===== config.mk =====
export PLATFORM = sky130hd
export DESIGN_NAME = regmask_stacker
export DESIGN_NICKNAME = d
export VERILOG_FILES = /design/src/rtl/regstk_pkg.sv /design/src/rtl/regstk_mask_picker.sv /design/src/rtl/regstk_sp_stepper.sv /design/src/rtl/regstk_slot_shaper.sv /design/src/rtl/regmask_stacker.sv
export SDC_FILE = /design/constraint.sdc
export NUM_CORES = 1
export LEC_CHECK = 0
export BUFFER_PORTS_ARGS = -buffer_cell sky130_fd_sc_hd__buf_4
export CORE_MARGIN = 3
export CORE_UTILIZATION = 48
export CTS_CLUSTER_DIAMETER = 150
export CTS_CLUSTER_SIZE = 40
export DETAILED_ROUTE_END_ITERATION = 12
export GPL_ROUTABILITY_DRIVEN = 0
export PLACE_DENSITY = 0.92
export SETUP_SLACK_MARGIN = 0.3
export SYNTH_ARGS = -nofsm -noshare
export SYNTH_HDL_FRONTEND = slang
export SYNTH_SLANG_ARGS = --single-unit

===== constraint.sdc =====
create_clock -name clk -period 3.6 [get_ports clk]
set_clock_uncertainty 0.05 [all_clocks]
set_input_delay 0.54 -clock clk [delete_from_list [all_inputs] [get_ports clk]]
set_output_delay 0.54 -clock clk [all_outputs]
set_load 0.02 [all_outputs]

===== src/rtl/regstk_pkg.sv =====
package regstk_pkg;
   localparam int unsigned SLOT_BYTES = 2;
   localparam int unsigned BYTE_W     = 8;

   typedef enum logic {
      DIR_SAVE    = 1'b0,
      DIR_RESTORE = 1'b1
   } stk_dir_e;
endpackage


===== src/rtl/regstk_mask_picker.sv =====
module regstk_mask_picker #(
   parameter int unsigned W          = 8,
   parameter bit          HIGH_FIRST = 1'b1,
   localparam int unsigned IW        = (W > 1) ? $clog2(W) : 1
) (
   input  logic [W-1:0]  vec,
   output logic [IW-1:0] pos
);
   generate
      if (HIGH_FIRST) begin : g_high
         always_comb begin
            pos = '0;
            for (int i = 0; i < W; i++) begin
               if (vec[i]) pos = IW'(i);
            end
         end
      end else begin : g_low
         always_comb begin
            pos = '0;
            for (int i = W - 1; i >= 0; i--) begin
               if (vec[i]) pos = IW'(i);
            end
         end
      end
   endgenerate
endmodule


===== src/rtl/regstk_sp_stepper.sv =====
module regstk_sp_stepper #(
   parameter int unsigned AW   = 16,
   parameter int unsigned STEP = 2
) (
   input  logic [AW-1:0] sp,
   input  logic          upward,
   output logic [AW-1:0] access_addr,
   output logic [AW-1:0] next_sp
);
   logic [AW-1:0] dec_sp;
   logic [AW-1:0] inc_sp;

   assign dec_sp = sp - AW'(STEP);
   assign inc_sp = sp + AW'(STEP);

   always_comb begin
      if (upward) begin
         access_addr = sp;
         next_sp     = inc_sp;
      end else begin
         access_addr = dec_sp;
         next_sp     = dec_sp;
      end
   end
endmodule


===== src/rtl/regstk_slot_shaper.sv =====
module regstk_slot_shaper #(
   parameter int unsigned DW = 16,
   parameter int unsigned BW = 8
) (
   input  logic          full_width,
   input  logic [DW-1:0] raw,
   output logic [DW-1:0] shaped
);
   generate
      if (DW > BW) begin : g_narrow
         assign shaped = full_width ? raw : {{(DW-BW){1'b0}}, raw[BW-1:0]};
      end else begin : g_same
         assign shaped = raw;
      end
   endgenerate
endmodule


===== src/rtl/regmask_stacker.sv =====
module regmask_stacker #(
   parameter int unsigned MASK_W = 8,
   parameter int unsigned DATA_W = 16,
   parameter int unsigned ADDR_W = 16,
   localparam int unsigned POS_W = (MASK_W > 1) ? $clog2(MASK_W) : 1,
   localparam int unsigned IDX_W = POS_W + 1
) (
   input  logic              clk,
   input  logic              rst_n,
   input  logic              start_i,
   input  logic              pop_i,
   input  logic              word_i,
   input  logic              hi_bank_i,
   input  logic [MASK_W-1:0] mask_i,
   input  logic [ADDR_W-1:0] sp_i,
   output logic              rf_rd_o,
   output logic              rf_wr_o,
   output logic [IDX_W-1:0]  rf_idx_o,
   output logic              rf_word_o,
   output logic [DATA_W-1:0] rf_wdata_o,
   input  logic [DATA_W-1:0] rf_rdata_i,
   output logic              mem_wr_o,
   output logic              mem_rd_o,
   output logic [ADDR_W-1:0] mem_addr_o,
   output logic [DATA_W-1:0] mem_wdata_o,
   input  logic [DATA_W-1:0] mem_rdata_i,
   output logic              busy_o,
   output logic [ADDR_W-1:0] sp_o,
   output logic              done_o
);
   import regstk_pkg::*;

   generate
      if (MASK_W < 2 || (1 << POS_W) != MASK_W) begin : g_bad_mask
         $error("MASK_W must be a power of two of at least 2");
      end
      if (DATA_W < BYTE_W) begin : g_bad_data
         $error("DATA_W must hold at least one byte");
      end
      if (ADDR_W < 2) begin : g_bad_addr
         $error("ADDR_W too small for a 2-byte slot");
      end
   endgenerate

   logic              busy_q;
   logic              done_q;
   stk_dir_e          dir_q;
   logic              word_q;
   logic              hi_q;
   logic [MASK_W-1:0] pend_q;
   logic [ADDR_W-1:0] sp_q;

   logic [POS_W-1:0]  pos_top;
   logic [POS_W-1:0]  pos_bot;
   logic [POS_W-1:0]  pos_sel;
   logic [MASK_W-1:0] pend_next;
   logic [ADDR_W-1:0] acc_addr;
   logic [ADDR_W-1:0] sp_next;
   logic              restoring;

   assign restoring = (dir_q == DIR_RESTORE);

   regstk_mask_picker #(.W(MASK_W), .HIGH_FIRST(1'b1)) u_pick_top (
      .vec (pend_q),
      .pos (pos_top)
   );

   regstk_mask_picker #(.W(MASK_W), .HIGH_FIRST(1'b0)) u_pick_bot (
      .vec (pend_q),
      .pos (pos_bot)
   );

   assign pos_sel   = restoring ? pos_bot : pos_top;
   assign pend_next = pend_q & ~(MASK_W'(1) << pos_sel);

   regstk_sp_stepper #(.AW(ADDR_W), .STEP(SLOT_BYTES)) u_step (
      .sp          (sp_q),
      .upward      (restoring),
      .access_addr (acc_addr),
      .next_sp     (sp_next)
   );

   regstk_slot_shaper #(.DW(DATA_W), .BW(BYTE_W)) u_shape_out (
      .full_width (word_q),
      .raw        (rf_rdata_i),
      .shaped     (mem_wdata_o)
   );

   regstk_slot_shaper #(.DW(DATA_W), .BW(BYTE_W)) u_shape_in (
      .full_width (word_q),
      .raw        (mem_rdata_i),
      .shaped     (rf_wdata_o)
   );

   always_ff @(posedge clk or negedge rst_n) begin
      if (!rst_n) begin
         busy_q <= 1'b0;
         done_q <= 1'b0;
         dir_q  <= DIR_SAVE;
         word_q <= 1'b0;
         hi_q   <= 1'b0;
         pend_q <= '0;
         sp_q   <= '0;
      end else begin
         done_q <= 1'b0;
         if (!busy_q) begin
            if (start_i) begin
               dir_q  <= pop_i ? DIR_RESTORE : DIR_SAVE;
               word_q <= word_i;
               hi_q   <= hi_bank_i;
               sp_q   <= sp_i;
               pend_q <= mask_i;
               if (mask_i == '0) begin
                  done_q <= 1'b1;
               end else begin
                  busy_q <= 1'b1;
               end
            end
         end else begin
            sp_q   <= sp_next;
            pend_q <= pend_next;
            if (pend_next == '0) begin
               busy_q <= 1'b0;
               done_q <= 1'b1;
            end
         end
      end
   end

   assign rf_rd_o    = busy_q & ~restoring;
   assign mem_wr_o   = busy_q & ~restoring;
   assign rf_wr_o    = busy_q &  restoring;
   assign mem_rd_o   = busy_q &  restoring;
   assign rf_idx_o   = {hi_q, pos_sel};
   assign rf_word_o  = word_q;
   assign mem_addr_o = acc_addr;
   assign busy_o     = busy_q;
   assign sp_o       = sp_q;
   assign done_o     = done_q;
endmodule


Word-level counts from Yosys, hierarchy flattened
Cells that the tools add are included.
- bits in registers: 29
- input port bits: 62
- logic and storage cells: 53
- output and inout port bits: 75
- bitwise operators: 6
- shifts and indexed selects: 1
- mux-type cells: 33
- add/subtract/negate cells: 2
- reductions and logical operators: 4
- operators with widths (cell ; number):
    $mux 16 ; 6
    $mux 3 ; 13
    $add 16x2->16 const B ; 1
    $logic_not 8->1 ; 2
    $mux 8 ; 2
    $sub 16x2->16 const B ; 1
    $mux 1 ; 10
    $and 8x8->8 ; 1
    $not 8->8 ; 1
    $shl 1x3->8 const A ; 1
    $mux 2 ; 2
    $and 1x1->1 ; 2
    $not 1->1 ; 2
    $reduce_and 2->1 ; 1
    $reduce_bool 2->1 ; 1

Longest topological paths before layout
Gate-level depths: netlist of run 1.
- depth after elaboration: 15
- gate-level depth with buffers: 9

Modules after synthesis
Synthesis of run 1 repeated with hierarchy kept, for this count alone.
- cells, all modules: 296
- area total of the unflattened synthesis: 2553.7 µm²
- modules (own cells, without submodules) (module ; cells each ; area an instance (µm²) ; instances):
    regmask_stacker ; 144 ; 1515.2 ; 1
    regstk_sp_stepper ; 98 ; 689.4 ; 1
    regstk_slot_shaper ; 16 ; 110.1 ; 2
    regstk_mask_picker (u_pick_bot) ; 12 ; 83.8 ; 1
    regstk_mask_picker (u_pick_top) ; 10 ; 45.0 ; 1

Worst setup path before layout of run 1
Ideal clock, no wire load.
- path type: register -> output
- start point: register sp_q[1] (netlist: sp_o[1])
- end point: output mem_addr_o[15]
- arrival time: 2.007 ns
- path slack: 1.003 ns
- stages on the path, launching flop included: 7
- path buffers: 0
- cell sequence: dfrtp_1 inv_1 ha_1 nor4b_4 nand2_1 nor4_1 xor2_1
- word-level cells in the longest chain between the ends: 2
- RTL lines (item ; line ; text):
    from (decl) ; regmask_stacker.sv:51 ; logic [ADDR_W-1:0] sp_q;
    from (signal assigned) ; regmask_stacker.sv:111 ; sp_q <= sp_i;
    from (signal assigned) ; regmask_stacker.sv:120 ; sp_q <= sp_next;
    $sub 16x2->16 ; regstk_sp_stepper.sv:13 ; assign dec_sp = sp - AW'(STEP);
    $mux 16 ; regstk_sp_stepper.sv:17 ; if (upward) begin
    to (decl) ; regmask_stacker.sv:24 ; output logic [ADDR_W-1:0] mem_addr_o,
No other way between the ends.

Worst setup path in the final report of run 1
Same ends and word-level chain as after synthesis.

==> flow_metrics.py, run 1 <==
metrics = {
    "cells_and_area": {
        "diodes": 0,
        "postLayoutCoreUtil": 0.661,
        "final_nets": 444,
        "fillers": 419,
        "syn_to_final_growth_pct": 31.3,
        "seqCellArea_um2": 726,
        "drive_gt1_frac": 0.319,
        "multi_input_area_um2": 1430,
    },
    "timing": {
        "rsz0062_at_grt": "no",
        "min_period_ps": 2960,
        "setup_viol": 0,
        "worst_pin_slew_ps": 944,
        "fmax_mhz": 338,
        "finalSetupTns_ps": 0,
        "finalHoldViolCount": 0,
        "hold_slack_ps": 131,
        "slew_headroom": 0.369,
        "finalCritPeriodShare": 0.821,
        "slew_violations": 0,
    },
    "floorplanning": {
        "die_y_um": 76.9,
        "initial_utilization": 0.504,
        "core_area_um2": 4790,
        "die-area_um2": 5910,
        "io_pins": 137,
        "die_w_um": 76.9,
        "fp-row-count": 25,
    },
    "routing": {
        "wl_per_cell_um": 15.8,
        "drc": 0,
        "highest_layer": "met4",
        "via_per_inst": 5.57,
        "dr_total_vias": 2485,
        "drt-pass1-iter-count": 4,
        "route.met3.wl_um": 644,
        "drt_iter0_markers": 203,
        "drt_wl_total_um": 7060,
        "wl_met2_um": 3570,
        "ant_nets": 0,
        "wl_met1_um": 2750,
    },
    "cts": {
        "post-cts-setup-buffer-count": 0,
        "numCtsBuffers": 5,
        "clkSlewWorstSetupHoldPaths_ps": 70,
        "post_cts_resized": 0,
        "cts_hold_buf": 0,
        "cts_tree": "yes",
        "clock-sinks": 29,
        "clk_latency_ps": 280,
        "htreeDepth": 2,
        "cts.path.max_buffers": 2,
        "root_buffer": "clkbuf_8",
    },
    "yosys": {
        "ys_seq_area_frac": 0.301,
        "synth_top_area_share": 0.301,
        "syn_avg_cell_area_um2": 7.93,
        "synthesis.area_um2": 2410,
        "synth.most_common_cell": "nor2_1",
        "syn-num-nets": 370,
        "synth_flop_cell": "dfrtp_1",
        "synth.distinct_cells": 53,
        "async_flop_share": 1.00,
        "yosysTopAreaCell": "dfrtp_1",
        "synthCells": 304,
        "synthTopCellsByCount": "32 x nor2_1, 29 x dfrtp_1, 28 x nand2_1",
        "ys_ff_latch": 29,
        "synth_edf_count": 0,
        "yosys-top-cells-area": "dfrtp_1 30%, buf_4 6.5%, nor2_1 5.0%",
        "ys_warn_count": 0,
    },
    "run": {
        "drv_cap": 0,
    },
    "critical_path": {
        "end_kind": "output port",
        "cp.arrival_ps": 2370,
        "crit_required_ps": 3010,
        "critPathKind": "flip-flop to output port",
        "path_max_fanout": 6,
        "rr_worst_depth": 7,
        "cp-start-kind": "flip-flop",
    },
    "grt": {
        "grt_pass1_vias": 2434,
        "antenna_found_initial": 0,
        "grt_pass1_wl_um": 11600,
        "grt_max_degree": 35,
        "globalRouteTotalUtil": 0.240,
        "overflow": 0,
    },
    "min_path": {
        "hold_class": "input port to asynchronous set/reset pin",
    },
    "power_and_ir_drop": {
        "power_density_nw_per_um2": 1000,
        "ir_drop_v": 0.000506,
        "power.leakage_nw": 1.51,
    },
    "status": {
        "status": "completed",
    },
    "placement": {
        "hpwl_um": 5280,
        "port-buffer-count": 104,
    },
}
-- path summary, 6_finish.rpt --
check,endpoint,slack (ps),from
setup / recovery,mem_addr_o[15],640,sp_o[1]
hold / removal,dir_q,130,rst_n
setup reg to reg,busy_o,660,dir_q
hold reg to reg,hi_q,430,hi_q
max in group asynchronous,busy_o,3080,rst_n
min in group clk,rf_word_o,400,word_i
-- cells by family after synthesis --
group | synth area share
AO/OA/AOI/OAI | 0.234
XOR/XNOR | 0.0545
flip-flops | 0.301
adder cells (fa/ha/maj) | 0.0208
AND/OR/NAND/NOR | 0.266
multiplexers | 0.0166
buffers and inverters | 0.107
-- layout by cell type (no fill, tap or decap), types with 8 or more instances in the layout --
cell type / synthesis / layout
buf_4: 21 / 106
nor2_1: 32 / 32
dfrtp_1: 29 / 29
nand2_1: 28 / 28
and2_1: 16 / 16
a21oi_1: 15 / 15
o21ai_0: 12 / 12
nor3_1: 9 / 9
a31oi_1: 9 / 9
o21ai_1: 9 / 9
xor2_1: 8 / 8
-- layer usage --
layer / vias up / track usage
met5: - / 0
li1: 1195 / -
met3: 16 / 0.0728
met2: 122 / 0.405
met4: 0 / 0.0906
met1: 1152 / 0.285
-- through the flow --
stage / power [W] / instances / setup slack [ps] / area [um2]
after CTS: 0.00317 / 446 / 628 / 3160
after detailed placement: 0.00286 / 438 / 813 / 3060
after global placement: 0.00280 / 438 / 936 / 3060
final: 0.00318 / 446 / 644 / 3160
after global routing: 0.00342 / 446 / 491 / 3160
after floorplan: 0.00217 / 304 / 1000 / 2410
-- state kept, by name, indices dropped and copies added, names as in the netlist --
name / count
busy_o: 1
dir_q: 1
done_o: 1
hi_q: 1
pend_q: 8
rf_word_o: 1
sp_o: 16
-- report_power, final --
group / internal, W / switching (W) / total [W] / leakage [nW]
logic: 0.000907 / 0.00118 / 0.00209 / 1.11
registers: 0.000471 / 0.000310 / 0.000782 / 0.345
clock network: 0.000173 / 0.000131 / 0.000303 / 0.0542
-- layout make-up --
cell class,count,area share
Timing Repair Buffer,106,0.252
Sequential cell,29,0.229
Clock buffer,7,0.0305
Tap cell,67,0.0265
Multi-Input combinational cell,228,0.451
Clock inverter,1,0.00158
Inverter,8,0.00949
-- worst max-delay path, cell delays in order (launching register included) --
cell and delay (ps):
dfrtp_1 450, inv_1 150, ha_1 190, nor4b_4 290, nand2_1 230, nor4_1 410, xor2_1 190, buf_4 170
Note: power is estimated with default switching activity, not from simulation.
==> inputs of run 2 (changes only) <==
- CORE_UTILIZATION: 48 -> 45
- PLACE_DENSITY: 0.92 -> 0.88
- clock period: 3.6 -> 2.9 ns (I/O delays scaled with it)
==> flow_metrics.py, run 2 (synthesis results as in run 1) <==
metrics = {
    "floorplanning": {
        "core_area_um2": 5140,
        "io_pins": 137,
        "die_y_um": 79.2,
        "die-area_um2": 6270,
        "initial_utilization": 0.469,
        "fp-row-count": 26,
        "die_w_um": 79.2,
    },
    "grt": {
        "antenna_found_initial": 0,
        "globalRouteTotalUtil": 0.224,
        "overflow": 0,
        "grt_max_degree": 30,
        "grt_pass1_wl_um": 11400,
        "grt_pass1_vias": 2381,
    },
    "critical_path": {
        "path_max_fanout": 7,
        "cp-start-kind": "flip-flop",
        "end_kind": "output port",
        "crit_required_ps": 2410,
        "r2r_slack_ps": 590,
        "r2r_start": "pend_q[2]",
        "r2r_end": "busy_o",
        "cp.arrival_ps": 2100,
        "critPathKind": "flip-flop to output port",
        "rr_worst_depth": 7,
    },
    "cts": {
        "htreeDepth": 2,
        "numCtsBuffers": 5,
        "root_buffer": "clkbuf_8",
        "cts_tree": "yes",
        "clk_latency_ps": 280,
        "clock-sinks": 29,
        "cts_hold_buf": 0,
        "cts.path.max_buffers": 2,
        "clkSlewWorstSetupHoldPaths_ps": 70,
    },
    "run": {
        "drv_cap": 0,
    },
    "timing": {
        "fmax_mhz": 386,
        "final.setup.worst_slack_ps": 313,
        "setup_viol": 0,
        "finalSetupTns_ps": 0,
        "worst_pin_slew_ps": 538,
        "slew_headroom": 0.640,
        "finalCritPeriodShare": 0.892,
        "slew_violations": 0,
        "min_period_ps": 2590,
        "rsz0062_at_grt": "no",
        "finalHoldViolCount": 0,
    },
    "routing": {
        "drc": 0,
        "wl_per_cell_um": 16.0,
        "drt_iter0_markers": 180,
        "drt-pass1-iter-count": 5,
        "drt_wl_total_um": 7560,
        "dr_total_vias": 2625,
        "ant_nets": 0,
        "via_per_inst": 5.56,
    },
    "placement": {
        "port-buffer-count": 104,
        "postPlaceCellArea_um2": 3100,
        "pre_cts_ws_ps": 334,
        "hpwl_um": 5210,
    },
    "cells_and_area": {
        "drive_gt1_frac": 0.405,
        "fin_area_um2": 3440,
        "fillers": 443,
        "final_nets": 468,
        "diodes": 0,
        "syn_to_final_growth_pct": 42.8,
        "layout_common_cells": "129 x buf_4, 31 x nor2_1, 26 x nand2_1, 23 x dfrtp_1, 16 x and2_1",
        "final_common_cell": "buf_4",
        "largest_register_ffs": 16,
    },
    "power_and_ir_drop": {
        "power_density_nw_per_um2": 1220,
        "ir_drop_v": 0.000633,
        "power.leakage_nw": 1.65,
    },
    "min_path": {
        "hold_class": "input port to asynchronous set/reset pin",
    },
    "status": {
        "status": "completed",
    },
}
-- run 2: cell count changes in the layout (fill, tap and decap cells not counted), moves of 3 or more --
cell,previous run,this run
dfrtp_2,0,6
dfrtp_1,29,23
buf_4,106,129
nor3_4,0,3
-- run 2: timing repair --
item | 4_1_cts | 5_1_grt
resized for setup | 8 | 19
buffers inserted | 1 | 19
endpoints found under the setup margin | 6 | 7
pin swaps | 0 | 5
-- run 2: power by group --
group	total [W]	switching, W	internal [W]	leakage (nW)
Sequential	0.000995	0.000402	0.000593	0.339
Clock	0.000353	0.000165	0.000188	0.0443
Combinational	0.00285	0.00157	0.00129	1.27
Total	0.00420	0.00213	0.00207	1.65
-- run 2: how the worst max path moves through the flow --
stage | start | to | cells after the start
finish | dir_q | mem_addr_o[8] | 7
global route | dir_q | mem_addr_o[8] | 7
CTS | sp_o[1] | mem_addr_o[7] | 7
detailed placement | sp_o[1] | mem_addr_o[15] | 7
global placement | sp_o[1] | mem_addr_o[15] | 7
floorplan | sp_o[1] | mem_addr_o[15] | 6
-- run 2: per-layer routing --
metal / routed length [um] / part of all wire / vias to the layer above / global-route usage
li1: - / - / 1242 / -
met1: 3010 / 0.40 / 1272 / 0.285
met3: 535 / 0.071 / 12 / 0.0420
met2: 3920 / 0.52 / 99 / 0.386
met5: 0 / 0 / - / 0
met4: 92 / 0.012 / 0 / 0.0653
-- run 2: critical path, stage by stage, from the launching register on --
cell	delay [ps]
dfrtp_2	460
buf_6	160
nor4_4	270
buf_4	190
nand2_2	70
or3_4	350
xnor2_2	160
buf_4	160
-- run 2: through the flow --
stage / hold slack [ps] / cells / power [W] / utilization
after CTS: 39.9 / 453 / 0.00397 / 0.627
after global routing: 53.9 / 472 / 0.00447 / 0.670
final: 25.4 / 472 / 0.00420 / 0.670
after floorplan: 89.4 / 304 / 0.00269 / -
after global placement: 337 / 445 / 0.00353 / 0.602
after detailed placement: 343 / 445 / 0.00359 / 0.602
-- run 2: final cells by class --
cell class | count | area [um2] | share of cell area
Multi-Input combinational cell | 228 | 1530 | 0.443
Tap cell | 70 | 87.6 | 0.0254
Clock buffer | 7 | 86.3 | 0.0251
Sequential cell | 29 | 733 | 0.213
Inverter | 8 | 30.0 | 0.00872
Timing Repair Buffer | 130 | 980 | 0.285
==> inputs of run 3 (changes only) <==
- MAX_ROUTING_LAYER: unset -> met4
- clock period: 2.9 -> 2.65 ns (I/O delays scaled with it)
==> flow_metrics.py, run 3 (synthesis results as in run 1) <==
metrics = {
    "status": {
        "status": "finished with violations",
        "violations": "hold timing",
    },
    "critical_path": {
        "critPathKind": "flip-flop to output port",
        "slowest_stage": "dfrtp_1",
        "path_cells": "buf_6 > buf_12 > nor4b_4 > nand2_2 > nor4_4 > xor2_1 > buf_4",
        "cp-start-kind": "flip-flop",
        "crit_required_ps": 2200,
        "cp.arrival_ps": 1980,
        "path_max_fanout": 4,
        "end_kind": "output port",
        "max_stage_delay_ps": 400,
        "r2r_slack_ps": 250,
        "r2r_start": "dir_q",
        "cp-startpoint": "dir_q",
        "rr_worst_depth": 9,
        "r2r_end": "busy_o",
    },
    "floorplanning": {
        "io_pins": 137,
        "die-area_um2": 6270,
        "core_area_um2": 5140,
        "fp-row-count": 26,
        "die_y_um": 79.2,
        "die_w_um": 79.2,
        "initial_utilization": 0.469,
    },
    "power_and_ir_drop": {
        "swShare": 0.502,
        "p_comb_frac": 0.706,
        "p_int_w": 0.00236,
        "seq_power_share": 0.220,
        "pwr-share-clk": 0.074,
        "power.leakage_nw": 1.71,
        "ir_drop_v": 0.000711,
        "power_density_nw_per_um2": 1340,
        "switching_power_w": 0.00238,
    },
    "timing": {
        "finalCritPeriodShare": 0.917,
        "worst_pin_slew_ps": 586,
        "hold_slack_ps": -7.33,
        "rsz0062_at_grt": "yes",
        "final.setup.worst_slack_ps": 220,
        "min_period_ps": 2430,
        "finalHoldViolCount": 3,
        "slew_headroom": 0.608,
        "setup_viol": 0,
        "finalSetupTns_ps": 0,
        "slew_violations": 0,
        "fmax_mhz": 412,
    },
    "cells_and_area": {
        "fin_cells": 478,
        "diodes": 0,
        "fin_area_um2": 3530,
        "drive_gt1_frac": 0.412,
        "final_nets": 473,
        "largest_register_ffs": 16,
        "postLayoutCoreUtil": 0.688,
        "syn_to_final_growth_pct": 46.7,
        "seqCellArea_um2": 729,
        "multi_input_area_um2": 1570,
        "layout_common_cells": "131 x buf_4, 31 x nor2_1, 26 x nand2_1, 26 x dfrtp_1, 16 x and2_1",
        "final_common_cell": "buf_4",
        "fillers": 428,
    },
    "cts": {
        "htreeDepth": 2,
        "root_buffer": "clkbuf_8",
        "numCtsBuffers": 5,
        "cts_hold_buf": 0,
        "clkSlewWorstSetupHoldPaths_ps": 60,
        "clock-sinks": 29,
        "cts.path.max_buffers": 2,
        "cts_tree": "yes",
        "clk_latency_ps": 270,
    },
    "routing": {
        "via_per_inst": 5.54,
        "drt-pass1-iter-count": 4,
        "drc": 0,
        "dr_total_vias": 2646,
        "wl_per_cell_um": 15.8,
        "ant_nets": 0,
        "drt_wl_total_um": 7550,
        "drt_iter0_markers": 181,
    },
    "placement": {
        "postPlaceCellArea_um2": 3170,
        "dp.cells": 453,
        "hpwl_um": 5290,
        "pre_cts_ws_ps": 255,
        "port-buffer-count": 104,
    },
    "grt": {
        "grt_max_degree": 30,
        "grt_pass1_wl_um": 12100,
        "globalRouteTotalUtil": 0.245,
        "overflow": 0,
        "antenna_found_initial": 0,
        "grt_pass1_vias": 2546,
    },
    "min_path": {
        "hold_class": "input port to asynchronous set/reset pin",
    },
    "run": {
        "drv_cap": 0,
    },
}
-- run 3: cell count changes in the layout (fill, tap and decap cells not counted), moves of 2 or more --
cell | before | now
dfrtp_1 | 23 | 26
buf_6 | 1 | 3
dfrtp_2 | 6 | 3
buf_4 | 129 | 131
clkbuf_1 | 1 | 3
-- run 3: cell type report --
type | instances | area share
repair buffers | 135 | 0.293
flip-flops and latches | 29 | 0.206
multi-input cells | 228 | 0.444
inverters | 8 | 0.00850
well taps | 70 | 0.0248
clock buffers | 8 | 0.0227
-- run 3: stage by stage --
step | total power (W) | hold slack, ps
floorplan | 0.00295 | 51.9
global placement | 0.00396 | 300
detailed placement | 0.00405 | 300
CTS | 0.00464 | 3.88
global route | 0.00508 | 8.80
finish | 0.00473 | -7.33
-- run 3: worst max-delay path, delay by kind of cell (launching register included) --
family	cells	cell delay, ps
simple gates	3	710
buf+inv	3	420
flops	1	400
xor+xnor	1	170
-- run 3: per-layer routing --
layer  share of wire  vias to the layer above  track usage
met3           0.070                       17       0.0431
met2            0.52                      123        0.413
met4           0.021                        0       0.0842
li1                -                     1252            -
met5               0                        -            -
met1            0.39                     1254        0.295
-- run 3: power by group through the flow --
stage                     sequential (W)  clock [W]  combinational [W]
after detailed placement         0.00103          0            0.00302
final                            0.00104   0.000350            0.00334
after global routing             0.00108   0.000385            0.00362
after global placement           0.00101          0            0.00295
after floorplan                  0.00103          0            0.00192
after CTS                        0.00102   0.000358            0.00326
-- run 3: how the worst max path moves through the flow --
stage                           to  slack (ps)  cells after the start
CTS                 mem_addr_o[15]         270                      7
floorplan           mem_addr_o[15]         300                      6
global route        mem_addr_o[15]         120                      7
global placement    mem_addr_o[15]         360                      7
finish              mem_addr_o[15]         220                      7
detailed placement  mem_addr_o[15]         260                      7
-- run 3: timing repair --
item	4_1_cts	5_1_grt
hold endpoints to repair	0	0
gates cloned	0	0
gates resized for setup	23	7
endpoints found under the setup margin	9	10
buffers inserted	14	3
pin swaps	3	2
